**config.mk**
```make
export PLATFORM = sky130hd
export DESIGN_NAME = kwdt_top
export DESIGN_NICKNAME = d
export VERILOG_FILES = /design/src/rtl/kwdt_pkg.sv /design/src/rtl/kwdt_regs.sv /design/src/rtl/kwdt_counter.sv /design/src/rtl/kwdt_fsm.sv /design/src/rtl/kwdt_top.sv
export SDC_FILE = /design/constraint.sdc
export NUM_CORES = 1
export LEC_CHECK = 0
export BUFFER_PORTS_ARGS = -buffer_cell sky130_fd_sc_hd__buf_2
export CAP_MARGIN = 20
export CORE_AREA = 5 5 66 68
export CTS_CLUSTER_SIZE = 8
export DETAILED_ROUTE_END_ITERATION = 7
export DIE_AREA = 0 0 71 73
export PLACE_DENSITY = 0.83
export SYNTH_ARGS = -nofsm -noshare
export SYNTH_HDL_FRONTEND = slang
export SYNTH_SLANG_ARGS = --single-unit
```
**constraint.sdc**
```tcl
create_clock -name clk -period 5.2 [get_ports clk]
set_input_delay 1.04 -clock clk [delete_from_list [all_inputs] [get_ports clk]]
set_output_delay 1.04 -clock clk [all_outputs]
set_load 0.02 [all_outputs]
```
**src/rtl/kwdt_pkg.sv**
```systemverilog
package kwdt_pkg;
    localparam int          DATA_W     = 32;
    localparam logic [15:0] WR_KEY     = 16'h16AA;
    localparam logic [11:0] KICK_PAT   = 12'hA57;
    localparam logic [7:0]  OFF_STATUS = 8'h00;
    localparam logic [7:0]  OFF_CTRL   = 8'h10;
    localparam logic [7:0]  OFF_CFG    = 8'h14;
    localparam logic [7:0]  OFF_MODE   = 8'h18;
    localparam logic [1:0]  ACT_SYSRST = 2'd1;

    typedef enum logic [1:0] {
        ST_IDLE  = 2'd0,
        ST_COUNT = 2'd1,
        ST_PULSE = 2'd2
    } wdt_state_e;

    // interval length in half-second ticks for a 4-bit code
    function automatic int ticks_for_code(input logic [3:0] code);
        int c;
        c = int'(code);
        if (c == 0)       return 1;
        else if (c <= 6)  return 2 * c;
        else if (c <= 11) return 4 * c - 12;
        else              return 32;
    endfunction
endpackage

```
**src/rtl/kwdt_regs.sv**
```systemverilog
module kwdt_regs #(
    parameter int ADDR_W = 8
) (
    input  logic                       clk,
    input  logic                       rst_n,
    input  logic [ADDR_W-1:0]          addr,
    input  logic [kwdt_pkg::DATA_W-1:0] wdata,
    input  logic                       we,
    input  logic                       re,
    output logic [kwdt_pkg::DATA_W-1:0] rdata,
    input  logic                       irq_set,
    output logic                       en_q,
    output logic [3:0]                 code_q,
    output logic [1:0]                 act_q,
    output logic                       pend_q,
    output logic                       reload_q
);
    import kwdt_pkg::*;

    logic keyed, kick, mode_wr, cfg_wr, stat_clr, mode_reload;
    logic unused_wbits;

    assign unused_wbits = ^wdata[15:13];

    assign keyed    = (wdata[31:16] == WR_KEY);
    assign kick     = we && (addr == ADDR_W'(OFF_CTRL)) && wdata[0]
                      && (wdata[12:1] == KICK_PAT);
    assign mode_wr  = we && (addr == ADDR_W'(OFF_MODE)) && keyed;
    assign cfg_wr   = we && (addr == ADDR_W'(OFF_CFG)) && keyed;
    assign stat_clr = we && (addr == ADDR_W'(OFF_STATUS)) && wdata[0];
    assign mode_reload = mode_wr && wdata[0] && (!en_q || (wdata[7:4] != code_q));

    always_ff @(posedge clk or negedge rst_n) begin
        if (!rst_n) begin
            en_q     <= 1'b0;
            code_q   <= 4'd0;
            act_q    <= 2'd0;
            pend_q   <= 1'b0;
            reload_q <= 1'b0;
        end else begin
            reload_q <= kick || mode_reload;
            if (mode_wr) begin
                en_q   <= wdata[0];
                code_q <= wdata[7:4];
            end
            if (cfg_wr)
                act_q <= wdata[1:0];
            if (irq_set)
                pend_q <= 1'b1;
            else if (stat_clr)
                pend_q <= 1'b0;
        end
    end

    always_comb begin
        rdata = '0;
        if (re) begin
            if (addr == ADDR_W'(OFF_STATUS))
                rdata[0] = pend_q;
            else if (addr == ADDR_W'(OFF_CFG))
                rdata[1:0] = act_q;
            else if (addr == ADDR_W'(OFF_MODE)) begin
                rdata[7:4] = code_q;
                rdata[0]   = en_q;
            end
        end
    end
endmodule

```
**src/rtl/kwdt_counter.sv**
```systemverilog
module kwdt_counter #(
    parameter int CNT_W = 6
) (
    input  logic       clk,
    input  logic       rst_n,
    input  logic       load,
    input  logic       run,
    input  logic       tick,
    input  logic [3:0] code,
    output logic       expire
);
    logic [CNT_W-1:0] cnt_q;
    logic [CNT_W-1:0] ivl;

    assign ivl    = CNT_W'(kwdt_pkg::ticks_for_code(code));
    assign expire = run && tick && !load && (cnt_q == CNT_W'(1));

    always_ff @(posedge clk or negedge rst_n) begin
        if (!rst_n)
            cnt_q <= '0;
        else if (load || expire)
            cnt_q <= ivl;
        else if (run && tick && (cnt_q != '0))
            cnt_q <= cnt_q - CNT_W'(1);
    end
endmodule

```
**src/rtl/kwdt_fsm.sv**
```systemverilog
module kwdt_fsm #(
    parameter int PULSE_CYC = 8
) (
    input  logic       clk,
    input  logic       rst_n,
    input  logic       en,
    input  logic [1:0] act,
    input  logic       expire,
    output logic       run,
    output logic       sys_rst,
    output logic       irq_set
);
    import kwdt_pkg::*;

    localparam int PW = $clog2(PULSE_CYC + 1);

    wdt_state_e     state_q, state_d;
    logic [PW-1:0]  pcnt_q;

    always_comb begin
        state_d = state_q;
        unique case (state_q)
            ST_IDLE:  if (en) state_d = ST_COUNT;
            ST_COUNT: begin
                if (!en)
                    state_d = ST_IDLE;
                else if (expire && (act == ACT_SYSRST))
                    state_d = ST_PULSE;
            end
            ST_PULSE: if (pcnt_q == '0) state_d = en ? ST_COUNT : ST_IDLE;
            default:  state_d = ST_IDLE;
        endcase
    end

    always_ff @(posedge clk or negedge rst_n) begin
        if (!rst_n) begin
            state_q <= ST_IDLE;
            pcnt_q  <= '0;
        end else begin
            state_q <= state_d;
            if ((state_q != ST_PULSE) && (state_d == ST_PULSE))
                pcnt_q <= PW'(PULSE_CYC - 1);
            else if ((state_q == ST_PULSE) && (pcnt_q != '0))
                pcnt_q <= pcnt_q - PW'(1);
        end
    end

    always_comb begin
        run     = (state_q == ST_COUNT);
        sys_rst = (state_q == ST_PULSE);
        irq_set = (state_q == ST_COUNT) && expire && (act != ACT_SYSRST);
    end
endmodule

```
**src/rtl/kwdt_top.sv**
```systemverilog
module kwdt_top #(
    parameter int ADDR_W    = 8,
    parameter int CNT_W     = 6,
    parameter int PULSE_CYC = 8
) (
    input  logic              clk,
    input  logic              rst_n,
    input  logic              tick,
    input  logic [ADDR_W-1:0] bus_addr,
    input  logic [31:0]       bus_wdata,
    input  logic              bus_we,
    input  logic              bus_re,
    output logic [31:0]       bus_rdata,
    output logic              sys_rst_o,
    output logic              irq_o
);
    logic       en_q, pend_q, reload_q, expire, run, irq_set;
    logic [3:0] code_q;
    logic [1:0] act_q;

    kwdt_regs #(.ADDR_W(ADDR_W)) u_regs (
        .clk(clk), .rst_n(rst_n), .addr(bus_addr), .wdata(bus_wdata),
        .we(bus_we), .re(bus_re), .rdata(bus_rdata), .irq_set(irq_set),
        .en_q(en_q), .code_q(code_q), .act_q(act_q), .pend_q(pend_q),
        .reload_q(reload_q)
    );

    kwdt_counter #(.CNT_W(CNT_W)) u_cnt (
        .clk(clk), .rst_n(rst_n), .load(reload_q), .run(run), .tick(tick),
        .code(code_q), .expire(expire)
    );

    kwdt_fsm #(.PULSE_CYC(PULSE_CYC)) u_fsm (
        .clk(clk), .rst_n(rst_n), .en(en_q), .act(act_q), .expire(expire),
        .run(run), .sys_rst(sys_rst_o), .irq_set(irq_set)
    );

    assign irq_o = pend_q;
endmodule

```
==> flow_summary_export.csv <==
group,metric,value,unit
power,powerDensity,154,mW/mm2
setup_path,crit_start,"bus_addr[5]",
detailed_routing,vias_per_cell,5.24,
power,p_int,0.000232,W
synthesis,synth_area,0.00180,mm2
power,p_seq_share,52.4,%
floorplanning,die_x,71,um
power,vdd_ir_drop_max,0.0000984,V
global_route,grt_pass1_vias,1534,
clocking,worstSkewPairLatency,0.25,ns
floorplanning,die-area,0.00518,mm2
final_layout,finalNonFillerCells,296,
clocking,clkSinkCount,21,
clocking,cts_buffers,3,
synthesis,seq_area_frac_synth,29.2,%
sta,finalHoldViolations,0,
clocking,path_clk_slew,0.07,ns
sta,min_period_over_period,63.9,%
final_layout,drive_gt1_share,28.9,%
placed_design,place_hpwl,3230,um
detailed_routing,met1_length,1690,um
setup_path,worstPathArrival,2.28,ns
final_layout,fin_area,0.00202,mm2
placed_design,io_buffers,49,
setup_path,worstSetupPathType,"input pin to output pin",
synthesis,yosys.area.top_type,"dfrtp_1",
synthesis,syn_inst,197,
detailed_routing,route.detailed.drc,0,
sta,maxSlewViolCount,0,
power,switchingPower,0.0000794,W
global_route,grt_overflow,0,
detailed_routing,drtAntennaViolNets,0,
job,drv_cap,0,
global_route,grt_pass1_wl,6580,um
global_route,antenna_found_initial,0,
setup_path,critPathLaunchType,"input pin",
clocking,cts_buffer_depth,2,
setup_path,endpoint_kind,"output pin",
setup_path,ff2ff_path_depth,6,
detailed_routing,wl_met2,1970,um
clocking,cts_tree,"yes",
clocking,cts_resized,0,
sta,post-route-min-period,3.32,ns
floorplanning,die_h,73,um
synthesis,ys_async_sr_fraction,100,%
synthesis,syn_avg_cell_area,9.12,um2
detailed_routing,post_drt_wl_per_cell,13.4,um
setup_path,rrSetupSlack,3.20,ns
floorplanning,coreArea,0.00380,mm2
detailed_routing,highest_layer,"met4",
synthesis,ys_types,54,
clocking,post_cts_buffers,0,
setup_path,cp_cell_sequence,"buf_2, nor4b_2, and3_1, and3_1, buf_2",
synthesis,yosys-top-cells-count,"buf_4, dfrtp_1, nand2_1",
detailed_routing,finalWirelength,3960,um
final_layout,seqCellArea,526,um2
setup_path,slowest_stage,"nor4b_2",
sta,max_slew_margin,54.9,%
global_route,grt_max_degree,22,
setup_path,path_buf_inv,2,
final_layout,multi_input_area,0.00111,mm2
sta,setup_viol,0,
placed_design,gp_congestion,0.754,
final_layout,diodes,0,
sta,rsz0062_at_grt,"no",
placed_design,placed_cells,292,
setup_path,worstPathRequired,4.16,ns
synthesis,synth_top_area_share,29.2,%
detailed_routing,dr.pass1.iters,5,
setup_path,slowest_delay,0.46,ns
setup_path,worstReg2RegStart,"u_cnt.cnt_q[0]",
global_route,grt_util_all_layers,15.5,%
clocking,root_buffer,"clkbuf_8",
detailed_routing,wl_met3,276,um
sta,fmax,301,MHz
power,netSwitchingFraction,25.5,%
sta,worst_clock_skew,0.00438,ns
setup_path,crit_end,"bus_rdata[4]",
floorplanning,rows,23,
setup_path,cp_max_fo,6,
synthesis,ys_ff_latch,21,
setup_path,worst-path-stages,5,
run_status,outcome,"finished, final reports clean",
detailed_routing,drtIter0Drc,26,
synthesis,ys.flop_type,"dfrtp_1",
final_layout,fin_util,53.2,%
power,leakage,1.02,nW
synthesis,synth_most_common_cell,"buf_4",
hold_path,min_path_type,"register to register",
sta,worstMarginPinSlew,0.674,ns
synthesis,synth-edff-count,0,
detailed_routing,vias,1552,
power,fin_total_pwr,0.000312,W
clocking,hold_buffers,0,
clocking,cts-htree-levels,1,
power,power.share.combinational,14.5,%
synthesis,yosys_warnings,0,
final_layout,syn_to_final_growth,12.4,%
synthesis,synth_area_leaders,"dfrtp_1, buf_4, mux2_2",
power,clockPowerShare,33.1,%
final_layout,nFillCells,365,
floorplanning,start_util,47.3,%
floorplanning,io_pins,79,
sta,fin_setup_tns,0,ns
final_layout,nNetsFinal,299,
placed_design,dpl_cell_area,0.00197,mm2
setup_path,r2r-end,"u_cnt.cnt_q[4]",
setup_path,critPathTopFamily,"simple AND/OR/NAND/NOR gates",
-- per-stage QoR --
stage                     setup slack (ns)  hold slack (ns)
after floorplan                       2.15            0.489
after global placement                1.87            0.533
after detailed placement              1.87            0.531
after CTS                             1.87            0.549
after global routing                  1.72            0.606
final                                 1.88            0.544
-- cells in the final DEF (no fill, tap or decap), types with 5 or more instances in the layout --
cell,count
nand3_1,7
conb_1,26
mux2_2,9
ha_1,7
nor3_1,6
inv_1,8
nor2b_1,5
and3_1,5
dfrtp_1,21
nand2_1,15
nor2_1,8
a21oi_1,5
buf_2,49
-- worst reg2reg max path, delay by kind of cell (launching register included) --
family,cells,cell delay [ns]
AND/OR/NAND/NOR,3,0.76
AO/OA/AOI/OAI,1,0.37
buffers and inverters,1,0.09
flip-flops,1,0.46
adder cells (fa/ha/maj),1,0.25
-- layer usage --
metal,up-vias,global-route usage [%]
li1,763,-
met1,721,19.3
met2,66,28.3
met3,2,2.62
met4,0,3.13
met5,-,0
-- logic make-up after synthesis --
logic type	Yosys count	share of synthesized area (%)
DFF	21	29.2
other	1	0.209
muxes	9	5.64
AOI/OAI and AO/OA	28	10.7
adders and majority gates	7	4.87
and+or+nand+nor	87	31.8
xor gates and xnor gates	7	3.41
buffers and inverters	37	14.1
-- how the worst min path moves through the flow --
stage | start | end | slack [ns] | cells after the start
final | u_fsm.pcnt_q[2] | u_fsm.pcnt_q[2] | 0.54 | 2
after global routing | u_fsm.pcnt_q[1] | u_fsm.pcnt_q[1] | 0.61 | 2
after CTS | u_fsm.pcnt_q[2] | u_fsm.pcnt_q[2] | 0.55 | 2
after detailed placement | u_fsm.pcnt_q[2] | u_fsm.pcnt_q[2] | 0.53 | 2
after global placement | u_fsm.pcnt_q[2] | u_fsm.pcnt_q[2] | 0.53 | 2
after floorplan | u_fsm.pcnt_q[2] | u_fsm.pcnt_q[2] | 0.49 | 2
-- layout make-up --
cell class | count | area share, %
well taps | 50 | 3.10
flip-flops and latches | 21 | 26.0
repair buffers | 49 | 12.1
inverters | 8 | 1.49
clock buffers | 4 | 2.23
multi-input cells | 164 | 55.0
-- power by group through the flow --
stage | clock (W) | sequential [W] | combinational [W]
after detailed placement | 0 | 0.000166 | 0.0000450
after global placement | 0 | 0.000166 | 0.0000439
after global routing | 0.000113 | 0.000163 | 0.0000499
final | 0.000103 | 0.000163 | 0.0000453
after floorplan | 0 | 0.000166 | 0.0000371
after CTS | 0.000108 | 0.000163 | 0.0000450
-- sequential cells by signal (all words and copies together) (netlist names) --
| name | flops |
|---|---|
| u_regs.reload_q | 1 |
| u_fsm.pcnt_q | 4 |
| u_regs.act_q | 2 |
| u_cnt.cnt_q | 6 |
| u_regs.pend_q | 1 |
| u_regs.en_q | 1 |
| u_fsm.state_q | 2 |
| u_regs.code_q | 4 |
No activity file was read; power rests on OpenSTA's default activity.
